--- src/rtl/i2cm_pkg.sv ---
package i2cm_pkg;

  localparam int BYTE_W = 8;
  localparam int CODE_W = 5;

  typedef enum logic [1:0] {
    BK_OPEN  = 2'd0,
    BK_SEND  = 2'd1,
    BK_RECV  = 2'd2,
    BK_CLOSE = 2'd3
  } bus_kind_t;

  // register selects (word index of the byte offset)
  localparam logic [3:0] RS_ADDR  = 4'd0;
  localparam logic [3:0] RS_XADDR = 4'd1;
  localparam logic [3:0] RS_DATA  = 4'd2;
  localparam logic [3:0] RS_CTRL  = 4'd3;
  localparam logic [3:0] RS_STAT  = 4'd4;
  localparam logic [3:0] RS_CLK   = 4'd5;
  localparam logic [3:0] RS_SRST  = 4'd6;
  localparam logic [3:0] RS_FEAT  = 4'd7;
  localparam logic [3:0] RS_LINE  = 4'd8;
  localparam logic [3:0] RS_NONE  = 4'hF;
  localparam int         RS_COUNT = 9;

  // control bit positions
  localparam int CB_IE   = 7;
  localparam int CB_BUS  = 6;
  localparam int CB_STA  = 5;
  localparam int CB_STP  = 4;
  localparam int CB_FLAG = 3;
  localparam int CB_AA   = 2;

  localparam logic [BYTE_W-1:0] CTRL_KEEP = 8'hFC;
  localparam logic [BYTE_W-1:0] CLK_KEEP  = 8'h7F;
  localparam logic [BYTE_W-1:0] FEAT_KEEP = 8'h03;
  localparam logic [BYTE_W-1:0] LINE_KEEP = 8'h3F;
  localparam logic [BYTE_W-1:0] LINE_INIT = 8'h3A;

  // phase codes (status register bits 7:3)
  localparam logic [CODE_W-1:0] PH_IDLE      = 5'h1F;
  localparam logic [CODE_W-1:0] PH_OPENED    = 5'h01;
  localparam logic [CODE_W-1:0] PH_REOPENED  = 5'h02;
  localparam logic [CODE_W-1:0] PH_WADR_ACK  = 5'h03;
  localparam logic [CODE_W-1:0] PH_WADR_NAK  = 5'h04;
  localparam logic [CODE_W-1:0] PH_TX_ACK    = 5'h05;
  localparam logic [CODE_W-1:0] PH_TX_NAK    = 5'h06;
  localparam logic [CODE_W-1:0] PH_RADR_ACK  = 5'h08;
  localparam logic [CODE_W-1:0] PH_RX_ACK    = 5'h0A;
  localparam logic [CODE_W-1:0] PH_RX_NAK    = 5'h0B;

  function automatic logic [BYTE_W-1:0] set_flag(input logic [BYTE_W-1:0] c,
                                                 input logic [CODE_W-1:0] code,
                                                 input logic held);
    set_flag = c;
    if (!held && c[CB_BUS] && (code != PH_IDLE)) set_flag[CB_FLAG] = 1'b1;
  endfunction

endpackage

--- src/rtl/i2cm_bus_port.sv ---
module i2cm_bus_port
  import i2cm_pkg::*;
(
  input  logic              clk,
  input  logic              rst_n,
  input  logic              issue,
  input  bus_kind_t         issue_kind,
  input  logic [BYTE_W-1:0] issue_byte,
  output logic              req_valid,
  output bus_kind_t         req_kind,
  output logic [BYTE_W-1:0] req_byte,
  input  logic              rsp_valid,
  input  logic              rsp_nack,
  input  logic [BYTE_W-1:0] rsp_byte,
  output logic              done,
  output logic              done_nack,
  output logic [BYTE_W-1:0] done_byte
);

  logic              valid_q, valid_d;
  bus_kind_t         kind_q, kind_d;
  logic [BYTE_W-1:0] byte_q, byte_d;

  assign done      = valid_q & rsp_valid;
  assign done_nack = rsp_nack;
  assign done_byte = rsp_byte;

  always_comb begin
    valid_d = valid_q;
    kind_d  = kind_q;
    byte_d  = byte_q;
    if (done) valid_d = 1'b0;
    if (issue) begin
      valid_d = 1'b1;
      kind_d  = issue_kind;
      byte_d  = issue_byte;
    end
  end

  always_ff @(posedge clk or negedge rst_n) begin
    if (!rst_n) begin
      valid_q <= 1'b0;
      kind_q  <= BK_CLOSE;
      byte_q  <= '0;
    end else begin
      valid_q <= valid_d;
      if (issue) begin
        kind_q <= kind_d;
        byte_q <= byte_d;
      end
    end
  end

  assign req_valid = valid_q;
  assign req_kind  = kind_q;
  assign req_byte  = byte_q;


  req_hold_chk: assert property (@(posedge clk) disable iff (!rst_n)
    (valid_q && !rsp_valid) |=> (valid_q && $stable(kind_q) && $stable(byte_q)))
    else $error("bus request changed before its response");

endmodule

--- src/rtl/i2cm_core.sv ---
module i2cm_core
  import i2cm_pkg::*;
#(
  parameter int ADDR_W     = 6,
  parameter bit CLR_ON_ONE = 1'b0
) (
  input  logic              clk,
  input  logic              rst_n,
  input  logic              reg_req,
  input  logic              reg_we,
  input  logic [ADDR_W-1:0] reg_addr,
  input  logic [BYTE_W-1:0] reg_wdata,
  output logic [BYTE_W-1:0] reg_rdata,
  output logic              reg_ack,
  output logic              irq,
  output logic              issue,
  output bus_kind_t         issue_kind,
  output logic [BYTE_W-1:0] issue_byte,
  input  logic              bus_done,
  input  logic              bus_done_nack,
  input  logic [BYTE_W-1:0] bus_done_byte
);

  localparam int IDX_W = ADDR_W - 2;

  typedef enum logic {P_READY = 1'b0, P_WAIT = 1'b1} phase_t;

  logic [BYTE_W-1:0] addr_q, addr_d, xaddr_q, xaddr_d, data_q, data_d;
  logic [BYTE_W-1:0] ctrl_q, ctrl_d, clk_q, clk_d, feat_q, feat_d, line_q, line_d;
  logic [CODE_W-1:0] code_q, code_d;
  logic              srst_q, srst_d;
  logic [BYTE_W-1:0] rdata_q, rdata_d;
  logic              ack_q, ack_d;
  phase_t            ph_q, ph_d;
  bus_kind_t         pend_q, pend_d;

  logic [3:0]        sel;
  logic [IDX_W-1:0]  idx;
  logic              accept;
  logic [CODE_W-1:0] rx_code;

  logic [BYTE_W-1:0] cw_ctrl;
  logic [CODE_W-1:0] cw_code;
  logic              cw_stop;

  assign idx     = reg_addr[ADDR_W-1:2];
  assign accept  = (ph_q == P_READY) && reg_req && !ack_q;
  assign rx_code = ctrl_q[CB_AA] ? PH_RX_ACK : PH_RX_NAK;

  always_comb begin
    sel = RS_NONE;
    if ((reg_addr[1:0] == 2'b00) && (32'(idx) < RS_COUNT)) sel = 4'(idx);
  end

  // effect of a control-register write
  always_comb begin
    cw_ctrl = reg_wdata & CTRL_KEEP;
    cw_code = code_q;
    cw_stop = 1'b0;
    if (cw_ctrl[CB_STA]) begin
      cw_code = (code_q == PH_IDLE) ? PH_OPENED : PH_REOPENED;
      cw_ctrl[CB_STA] = 1'b0;
    end
    if (cw_ctrl[CB_STP]) begin
      cw_stop = 1'b1;
      cw_code = PH_IDLE;
      cw_ctrl[CB_STP] = 1'b0;
    end
    if (CLR_ON_ONE) cw_ctrl[CB_FLAG] = 1'b0;
    if (!cw_ctrl[CB_AA] && (cw_code == PH_RX_ACK))     cw_code = PH_RX_NAK;
    else if (cw_ctrl[CB_AA] && (cw_code == PH_RX_NAK)) cw_code = PH_RX_ACK;
    cw_ctrl = set_flag(cw_ctrl, cw_code, 1'b0);
  end

  always_comb begin
    addr_d = addr_q;  xaddr_d = xaddr_q; data_d = data_q; ctrl_d = ctrl_q;
    clk_d  = clk_q;   feat_d  = feat_q;  line_d = line_q; code_d = code_q;
    srst_d = srst_q;  rdata_d = rdata_q; ph_d   = ph_q;   pend_d = pend_q;
    ack_d      = 1'b0;
    issue      = 1'b0;
    issue_kind = BK_CLOSE;
    issue_byte = reg_wdata;
    case (ph_q)
      P_READY: begin
        if (accept) begin
          if (reg_we) begin
            case (sel)
              RS_ADDR:  addr_d  = reg_wdata;
              RS_XADDR: xaddr_d = reg_wdata;
              RS_CLK:   clk_d   = reg_wdata & CLK_KEEP;
              RS_FEAT:  feat_d  = reg_wdata & FEAT_KEEP;
              RS_LINE:  line_d  = reg_wdata & LINE_KEEP;
              RS_SRST: begin
                srst_d = reg_wdata[0];
                if (!reg_wdata[0] && srst_q) begin
                  addr_d = '0; xaddr_d = '0; data_d = '0; ctrl_d = '0;
                  clk_d  = '0; feat_d  = '0; line_d = LINE_INIT;
                  code_d = PH_IDLE;
                  if (code_q != PH_IDLE) begin
                    issue = 1'b1; issue_kind = BK_CLOSE;
                  end
                end
              end
              RS_CTRL: begin
                if (!srst_q) begin
                  ctrl_d = cw_ctrl;
                  code_d = cw_code;
                  if (cw_stop) begin
                    issue = 1'b1; issue_kind = BK_CLOSE;
                  end
                end
              end
              RS_DATA: begin
                if (!srst_q && ctrl_q[CB_BUS]) begin
                  data_d = reg_wdata;
                  if ((code_q == PH_OPENED) || (code_q == PH_REOPENED)) begin
                    issue = 1'b1; issue_kind = BK_OPEN;
                  end else if ((code_q == PH_WADR_ACK) || (code_q == PH_TX_ACK)) begin
                    issue = 1'b1; issue_kind = BK_SEND;
                  end
                end
              end
              default: ;
            endcase
          end else begin
            case (sel)
              RS_ADDR:  rdata_d = addr_q;
              RS_XADDR: rdata_d = xaddr_q;
              RS_CTRL:  rdata_d = ctrl_q;
              RS_CLK:   rdata_d = clk_q;
              RS_SRST:  rdata_d = {7'd0, srst_q};
              RS_FEAT:  rdata_d = feat_q;
              RS_LINE:  rdata_d = line_q;
              RS_STAT: begin
                rdata_d = {code_q, 3'b000};
                if (code_q == PH_RADR_ACK) begin
                  code_d = rx_code;
                  ctrl_d = set_flag(ctrl_q, rx_code, srst_q);
                end
              end
              RS_DATA: begin
                rdata_d = data_q;
                if ((code_q == PH_RADR_ACK) || (code_q == PH_RX_ACK) ||
                    (code_q == PH_RX_NAK)) begin
                  issue = 1'b1; issue_kind = BK_RECV;
                end
              end
              default: rdata_d = '0;
            endcase
          end
          if (issue) begin
            ph_d   = P_WAIT;
            pend_d = issue_kind;
          end else begin
            ack_d = 1'b1;
          end
        end
      end
      P_WAIT: begin
        if (bus_done) begin
          ph_d  = P_READY;
          ack_d = 1'b1;
          case (pend_q)
            BK_OPEN: begin
              if (bus_done_nack) code_d = PH_WADR_NAK;
              else begin
                code_d = data_q[0] ? PH_RADR_ACK : PH_WADR_ACK;
                ctrl_d = set_flag(ctrl_q, code_d, srst_q);
              end
            end
            BK_SEND: begin
              if (bus_done_nack) begin
                code_d     = PH_TX_NAK;
                issue      = 1'b1;
                issue_kind = BK_CLOSE;
                pend_d     = BK_CLOSE;
                ph_d       = P_WAIT;
                ack_d      = 1'b0;
              end else begin
                code_d = PH_TX_ACK;
                ctrl_d = set_flag(ctrl_q, PH_TX_ACK, srst_q);
              end
            end
            BK_RECV: begin
              data_d  = bus_done_byte;
              rdata_d = bus_done_byte;
              code_d  = rx_code;
              ctrl_d  = set_flag(ctrl_q, rx_code, srst_q);
            end
            default: ;
          endcase
        end
      end
      default: ph_d = P_READY;
    endcase
  end

  always_ff @(posedge clk or negedge rst_n) begin
    if (!rst_n) begin
      addr_q <= '0; xaddr_q <= '0; data_q <= '0; ctrl_q <= '0;
      clk_q  <= '0; feat_q  <= '0; line_q <= LINE_INIT;
      code_q <= PH_IDLE; srst_q <= 1'b0; rdata_q <= '0; ack_q <= 1'b0;
      ph_q   <= P_READY; pend_q <= BK_CLOSE;
    end else begin
      addr_q <= addr_d; xaddr_q <= xaddr_d; data_q <= data_d; ctrl_q <= ctrl_d;
      clk_q  <= clk_d;  feat_q  <= feat_d;  line_q <= line_d;
      code_q <= code_d; srst_q  <= srst_d;  rdata_q <= rdata_d; ack_q <= ack_d;
      ph_q   <= ph_d;   pend_q  <= pend_d;
    end
  end

  assign reg_rdata = rdata_q;
  assign reg_ack   = ack_q;
  assign irq       = ctrl_q[CB_FLAG] & ctrl_q[CB_IE];


  ack_pulse_chk: assert property (@(posedge clk) disable iff (!rst_n)
    ack_q |=> !ack_q)
    else $error("register acknowledge longer than one cycle");


  flag_on_done_chk: assert property (@(posedge clk) disable iff (!rst_n)
    ((ph_q == P_WAIT) && bus_done && !srst_q && ctrl_q[CB_BUS] &&
     ((pend_q == BK_RECV) || (!bus_done_nack && (pend_q == BK_OPEN || pend_q == BK_SEND))))
    |=> ctrl_q[CB_FLAG])
    else $error("completed phase did not raise the flag");


  srst_release_chk: assert property (@(posedge clk) disable iff (!rst_n)
    $fell(srst_q) |-> ((code_q == PH_IDLE) && (ctrl_q == '0) && (line_q == LINE_INIT)))
    else $error("soft reset release left state behind");

endmodule

--- src/rtl/i2c_reg_master.sv ---
module i2c_reg_master
  import i2cm_pkg::*;
#(
  parameter int ADDR_W     = 6,
  parameter bit CLR_ON_ONE = 1'b0
) (
  input  logic              clk,
  input  logic              rst_n,
  input  logic              reg_req,
  input  logic              reg_we,
  input  logic [ADDR_W-1:0] reg_addr,
  input  logic [7:0]        reg_wdata,
  output logic [7:0]        reg_rdata,
  output logic              reg_ack,
  output logic              irq,
  output logic              bus_req_valid,
  output logic [1:0]        bus_req_kind,
  output logic [7:0]        bus_req_byte,
  input  logic              bus_rsp_valid,
  input  logic              bus_rsp_nack,
  input  logic [7:0]        bus_rsp_byte
);

  logic              issue;
  bus_kind_t         issue_kind;
  logic [BYTE_W-1:0] issue_byte;
  logic              done, done_nack;
  logic [BYTE_W-1:0] done_byte;
  bus_kind_t         req_kind;

  i2cm_core #(.ADDR_W(ADDR_W), .CLR_ON_ONE(CLR_ON_ONE)) u_core (
    .clk           (clk),
    .rst_n         (rst_n),
    .reg_req       (reg_req),
    .reg_we        (reg_we),
    .reg_addr      (reg_addr),
    .reg_wdata     (reg_wdata),
    .reg_rdata     (reg_rdata),
    .reg_ack       (reg_ack),
    .irq           (irq),
    .issue         (issue),
    .issue_kind    (issue_kind),
    .issue_byte    (issue_byte),
    .bus_done      (done),
    .bus_done_nack (done_nack),
    .bus_done_byte (done_byte)
  );

  i2cm_bus_port u_bus (
    .clk        (clk),
    .rst_n      (rst_n),
    .issue      (issue),
    .issue_kind (issue_kind),
    .issue_byte (issue_byte),
    .req_valid  (bus_req_valid),
    .req_kind   (req_kind),
    .req_byte   (bus_req_byte),
    .rsp_valid  (bus_rsp_valid),
    .rsp_nack   (bus_rsp_nack),
    .rsp_byte   (bus_rsp_byte),
    .done       (done),
    .done_nack  (done_nack),
    .done_byte  (done_byte)
  );

  assign bus_req_kind = req_kind;


  ack_after_bus_chk: assert property (@(posedge clk) disable iff (!rst_n)
    reg_ack |-> !bus_req_valid)
    else $error("access acknowledged while a bus request is pending");

endmodule

--- config.mk ---
export PLATFORM = sky130hd
export DESIGN_NAME = i2c_reg_master
export DESIGN_NICKNAME = d
export VERILOG_FILES = /design/src/rtl/i2cm_pkg.sv /design/src/rtl/i2cm_bus_port.sv /design/src/rtl/i2cm_core.sv /design/src/rtl/i2c_reg_master.sv
export SDC_FILE = /design/constraint.sdc
export NUM_CORES = 1
export LEC_CHECK = 0
export BUFFER_PORTS_ARGS = -buffer_cell sky130_fd_sc_hd__buf_2
export CORE_MARGIN = 2
export CORE_UTILIZATION = 45
export CTS_CLUSTER_DIAMETER = 30
export CTS_CLUSTER_SIZE = 24
export DETAILED_ROUTE_END_ITERATION = 10
export HOLD_SLACK_MARGIN = 0.02
export SLEW_MARGIN = 40
export SYNTH_ARGS = -nofsm -noshare
export SYNTH_HDL_FRONTEND = slang
export SYNTH_SLANG_ARGS = --single-unit
--- constraint.sdc ---
create_clock -name clk -period 6.2 [get_ports clk]
set_input_delay 0.62 -clock clk [delete_from_list [all_inputs] [get_ports clk]]
set_output_delay 0.62 -clock clk [all_outputs]
set_load 0.01 [all_outputs]
==> results.yml, run 1 <==
outcome:
  status: "complete, no violations"
clock_network:
  postCtsHoldBufs: 0
  clock-sinks: 72
  clk_pin_slew_ns: 0.08
  worstSkewPairLatency_ns: 0.34
  postCtsSetupBuffers: 0
  tritoncts: "done"
  clock_path_buffers: 2
  cts.repair.resized: 0
  cts_buffers: 9
  htree_levels: 3
  root_buffer: "clkbuf_8"
sta:
  worst_slew_pin_slew_ns: 0.7713
  whs_ns: 0.2755
  fmax_mhz: 393.9
  hold_violations: 0
  min_period_ns: 2.539
  finalSetupViolCount: 0
  slew_violations: 0
  skew_ns: 0.005600
  finalCritPeriodShare_pct: 40.95
  setup_ws_ns: 3.661
  relSlewSlack_pct: 48.04
  setup-tns-final_ns: 0
  rsz0062_at_grt: "no"
detailed_routing:
  routed_wl_mm: 10.61
  firstDrtPassIters: 5
  viasPerCell: 5.961
  drc: 0
  antenna_left: 0
  vias: 3398
  routedWlPerCell_um: 18.61
  drtIter0Drc: 355
hold_path:
  hold_class: "in2async"
finish:
  antennaDiodeCount: 0
  syn2layout_area_growth_pct: 13.42
  layout_commonest_cell: "nand2_1"
  drive_gt1_share_pct: 22.80
  final_cells: 570
  layout_common_cells: "83 x nand2_1, 60 x o21ai_0, 58 x dfrtp_1, 47 x buf_2, 27 x nor2_1"
  final_cell_area_mm2: 0.004357
  nets: 491
setup_path:
  path_common_cell: "o21ai_0"
  critPathLaunch: "u_core.ph_q"
  worst_setup_path_end_kind: "register"
  critPathTopFamily: "simple AND/OR/NAND/NOR gates"
  required_ns: 6.41
  slowest_stage: "dfrtp_2"
  cp_num_buf_inv: 0
  path_max_fanout: 27
  crit_type: "reg2reg"
  max_stage_delay_ns: 0.60
  crit_path_start_kind: "register"
  crit_arrival_ns: 2.75
  reg2reg_from: "u_core.ph_q"
  path_cells: "or3b_2, o21ai_0, nand2_1, a21oi_1, o21ai_0"
floorplanning:
  core_mm2: 0.008258
  dieArea_mm2: 0.009291
  die_x_um: 96.39
  num_rows: 33
  initial_core_util_pct: 46.52
  die_y_um: 96.39
  ios: 49
placed_design:
  hpwl_mm: 7.601
  place_congestion: 0.9137
  place_ws_ns: 3.444
  io_buffers: 48
  dpl_cell_area_mm2: 0.004129
  dp.cells: 554
global_routing:
  antenna_found_initial: 0
  grt_usage_pct: 25.19
  grt_first_pass_wirelength_mm: 17.37
  grt_pass1_vias: 3283
  grt_start_max_net_pins: 73
  gr-total-overflow: 0
synth:
  syn_area_mm2: 0.003841
  ys_ff_latch: 72
  dominantRegCellSynth: "dfrtp_1"
  synth_cells: 423
  async_reset_ff_share_pct: 100.0
  synth_fp_nets: 454
  ys.warnings.count: 0
  synthDistinctLibCells: 59
  syn_avg_cell_area_um2: 9.081
  synth_edf_count: 0
  ys_seq_area_share_pct: 47.33
power_and_ir_drop:
  power_leakage_nw: 1.878
  ir_drop_mv: 0.2660
  power_density_mw_per_mm2: 355.2
flow_run:
  maxCapViolCount: 0
==> Yosys cell counts, types with 3 or more instances <==
cell       n  share of area (%)
nand2_1   83                8.1
o21ai_0   62                8.1
and2_1     3               0.49
nand3_1    7               0.91
o221ai_1   8                1.8
a31oi_1    7                1.1
mux2i_1    6                1.6
o21ai_1    3               0.39
or3_1      3               0.49
a22oi_1    3               0.59
nor2b_1    5               0.81
o21a_1     4               0.78
dfstp_2   13                8.9
nor3_1     8                1.0
a222oi_1   4                1.0
ha_1       3               0.98
inv_1      9               0.88
clkbuf_1  16                1.6
nor2_1    27                2.6
a21boi_0  10                2.0
a21oi_1   11                1.4
dfrtp_1   59                 38
nand2b_1   8                1.3
mux2_2    13                3.8
o22ai_1    4               0.65
==> logic make-up after synthesis <==
logic type / count (synthesis) / share of synthesized area [%]
fa+ha+maj: 3 / 0.9773
compound gates: 134 / 22.05
mux: 20 / 5.961
flops: 72 / 47.33
simple gates: 162 / 19.90
buf+inv: 32 / 3.779
==> power breakdown <==
| group | switching, W | leakage [nW] | internal (W) | total [W] |
|---|---|---|---|---|
| clock | 0.000178 | 0.109 | 0.000219 | 0.000397 |
| sequential | 0.000124 | 0.918 | 0.000606 | 0.000730 |
| combinational | 0.000238 | 0.851 | 0.000183 | 0.000421 |
| total | 0.000540 | 1.88 | 0.00101 | 0.00155 |
==> worst paths after layout <==
check	end	slack [ns]	cells past startpoint
max	u_core.reg_rdata[4]	3.66	5
min	u_core.feat_q[1]	0.28	1
max reg2reg	u_core.reg_rdata[4]	3.66	5
min reg2reg	u_core.xaddr_q[2]	0.48	2
max in group asynchronous	u_core.ph_q	5.43	1
min in group clk	u_core.xaddr_q[2]	0.48	2
==> cell type report <==
cell class | count | area, um2
Fill cell | 787 | 3901
Timing Repair Buffer | 49 | 254.0
Multi-Input combinational cell | 319 | 1902
Clock inverter | 4 | 51.30
Tap cell | 105 | 131.4
Clock buffer | 12 | 165.2
Inverter | 9 | 33.78
Sequential cell | 72 | 1819
==> metrics by stage <==
step / power [W] / util [%]
finish: 0.001548 / 52.76
global route: 0.001656 / 52.76
CTS: 0.001554 / 52.62
detailed placement: 0.001153 / 50.00
global placement: 0.001147 / 49.86
floorplan: 0.0009936 / -
==> registers in the layout, summed over array words and instances, names as in the netlist <==
register	flops
u_core.reg_ack	1
u_core.code_q	5
u_core.pend_q	2
u_core.clk_q	7
u_bus.req_kind	2
u_bus.req_byte	8
u_core.line_q	6
u_core.addr_q	8
u_bus.req_valid	1
u_core.srst_q	1
u_core.reg_rdata	8
u_core.data_q	8
u_core.ctrl_q	4
u_core.feat_q	2
u_core.ph_q	1
u_core.xaddr_q	8
==> routing by layer <==
layer,share of wire [%],GRT usage (%),up-vias,wire length [um]
li1,-,-,1594,-
met1,48,37.93,1635,5055
met2,43,36.11,150,4540
met3,7.2,4.655,19,759
met4,2.4,9.272,0,250
met5,0,0,-,0
Note: power is estimated with default switching activity, not from simulation.
==> run 2, diff against run 1 <==
ABC_AREA = 1   (was unset)
PLACE_DENSITY = 0.67   (was unset)
clock period = 2.06 ns   (was 6.2 ns; I/O delays follow)
==> run 2 against run 1 <==
  * Register-to-register slack got worse by 3.4 ns
  * Combinational power rose to 4.2 times the previous value
  * Final cell count rose by 22%
  * Worst setup slack got worse by 3.4 ns
  * Cell area rose by 7.2%
  * Routed wire length rose by 4.3%
  * Hold slack got worse by 0.19 ns
  * Power rose to 3.4 times the previous value
  * Area after synthesis rose by 6.1%
==> results.yml, run 2 <==
clock_network:
  postCtsSetupBuffers: 0
  clock_path_buffers: 2
  cts_buffers: 9
  tritoncts: "done"
  clock-sinks: 72
  root_buffer: "clkbuf_8"
  htree_levels: 3
  worstSkewPairLatency_ns: 0.34
  clk_pin_slew_ns: 0.08
synth:
  ys_top_cells_by_area: "dfrtp_1 36%, nand2_1 15%, dfstp_2 8.4%, o21ai_0 5.3%, inv_1 4.5%"
  ys.warnings.count: 0
  yosysTopAreaCell: "dfrtp_1"
  netlist.area_leader.share_pct: 36.22
  synth_edf_count: 0
  syn_avg_cell_area_um2: 7.735
  synth_cells: 527
  synthTopCellsByCount: "158 x nand2_1, 59 x dfrtp_1, 49 x inv_1"
  ys_seq_area_share_pct: 44.60
  dominantRegCellSynth: "dfrtp_1"
  async_reset_ff_share_pct: 100.0
  synth.most_common_cell: "nand2_1"
  synth_fp_nets: 558
  synthDistinctLibCells: 43
  syn_area_mm2: 0.004076
  ys_ff_latch: 72
flow_run:
  maxCapViolCount: 0
power_and_ir_drop:
  ir_drop_mv: 0.7862
  power_leakage_nw: 2.360
  power_density_mw_per_mm2: 1136
detailed_routing:
  routed_wl_mm: 11.07
  firstDrtPassIters: 5
  antenna_left: 0
  viasPerCell: 5.446
  vias: 3785
  routedWlPerCell_um: 15.92
  drc: 0
  drtIter0Drc: 249
hold_path:
  hold_class: "in2reg"
finish:
  layout_commonest_cell: "nand2_1"
  syn2layout_area_growth_pct: 14.61
  drive_gt1_share_pct: 21.81
  final_cell_area_mm2: 0.004672
  nets: 613
  antennaDiodeCount: 0
  layout_common_cells: "158 x nand2_1, 59 x dfrtp_1, 49 x inv_1, 48 x buf_2"
floorplanning:
  initial_core_util_pct: 46.52
  die_y_um: 99.18
  core_mm2: 0.008763
  ios: 49
  num_rows: 34
  dieArea_mm2: 0.009836
  die_x_um: 99.18
setup_path:
  path_common_cell: "nand2_1"
  required_ns: 2.34
  endpoint: "u_bus.req_kind[0]"
  reg2reg_depth: 10
  slowest_stage: "dfstp_2"
  worst_setup_path_end_kind: "register"
  critPathLaunch: "u_core.code_q[0]"
  path_cells: "inv_1, nor2_2, nand4_1, nand2_1, nand3_1, nand4_2, nand3_4, nand2_4, nand2_1, nand2_1"
  path_max_fanout: 15
  r2r_slack_ns: 0.26
  reg2reg_from: "u_core.code_q[0]"
  max_stage_delay_ns: 0.57
  crit_arrival_ns: 2.09
  worstReg2RegEnd: "u_bus.req_kind[0]"
  crit_path_start_kind: "register"
  crit_type: "reg2reg"
global_routing:
  grt_pass1_vias: 3644
  gr-total-overflow: 0
  grt_usage_pct: 23.82
  antenna_found_initial: 0
  grt_start_max_net_pins: 73
  grt_first_pass_wirelength_mm: 18.49
sta:
  whs_ns: 0.08372
  finalSetupViolCount: 0
  fmax_mhz: 554.1
  rsz0062_at_grt: "no"
  skew_ns: 0.008663
  slew_violations: 0
  hold_violations: 0
  min_period_ns: 1.805
  finalCritPeriodShare_pct: 87.61
  setup-tns-final_ns: 0
  setup_ws_ns: 0.2553
  relSlewSlack_pct: 55.02
  worst_slew_pin_slew_ns: 0.6745
outcome:
  status: "complete, no violations"
placed_design:
  hpwl_mm: 8.212
  place_congestion: 0.9421
  io_buffers: 48
  dpl_cell_area_mm2: 0.004428
  place_ws_ns: 0.1953
==> run 2: through the flow <==
stage          power, W  utilization, %  std cells
5_1_grt        0.005710           53.31        695
6_report       0.005308           53.31        695
2_1_floorplan  0.003443               -        527
3_3_place_gp   0.004020           50.53        678
3_5_place_dp   0.004039           50.53        678
4_1_cts        0.005336           53.28        695
==> run 2: how the worst min path moves through the flow <==
stage | start | end | slack (ns) | cells past startpoint
2_1_floorplan | rst_n | u_bus.req_byte[0] | -0.09 | 0
3_3_place_gp | rst_n | u_core.addr_q[5] | 0.27 | 2
3_5_place_dp | rst_n | u_core.addr_q[5] | 0.27 | 2
4_1_cts | bus_rsp_valid | u_bus.req_valid | 0.08 | 2
5_1_grt | bus_rsp_valid | u_bus.req_valid | 0.09 | 2
6_report | bus_rsp_valid | u_bus.req_valid | 0.08 | 2
==> run 2: logic make-up (layout without fill, tap and decap cells) <==
group / Yosys count / count (layout) / synth area share [%]
AO/OA/AOI/OAI: 117 / 117 / 16.61
AND/OR/NAND/NOR: 264 / 264 / 30.05
adder cells (fa/ha/maj): 3 / 3 / 0.9209
flip-flops: 72 / 72 / 44.60
buffers and inverters: 71 / 131 / 7.827
==> run 2: what timing repair did <==
action / 4_1_cts / 5_1_grt
endpoints found under the setup margin: 0 / 1
gates resized for setup: 0 / 1
hold buffers: 1 / 0
hold endpoints to repair: 59 / 0
==> run 2: layout make-up <==
cell class	instances	area [um2]
Clock buffer	12	155.1
Clock inverter	4	76.32
Fill cell	853	4091
Inverter	58	222.7
Multi-Input combinational cell	384	1942
Sequential cell	72	1818
Tap cell	108	135.1
Timing Repair Buffer	57	322.8
==> run 2: critical path, delay by kind of cell (launching register included) <==
kind | cells | cell delay (ns)
buffers and inverters | 1 | 0.08
flip-flops | 1 | 0.57
AND/OR/NAND/NOR | 9 | 1.11
==> run 2: per-layer routing <==
metal,global-route usage [%],wire length (um),up-vias
met5,0,0,-
met4,8.219,309,0
met3,4.498,549,22
met2,37.99,5237,97
met1,32.76,4970,1820
li1,-,-,1846
==> run 2: where the power goes <==
part	internal (W)	switching [W]	total, W
clock	0.000751	0.000537	0.00129
combinational	0.000660	0.00112	0.00178
sequential	0.00192	0.000316	0.00224
total	0.00333	0.00197	0.00531
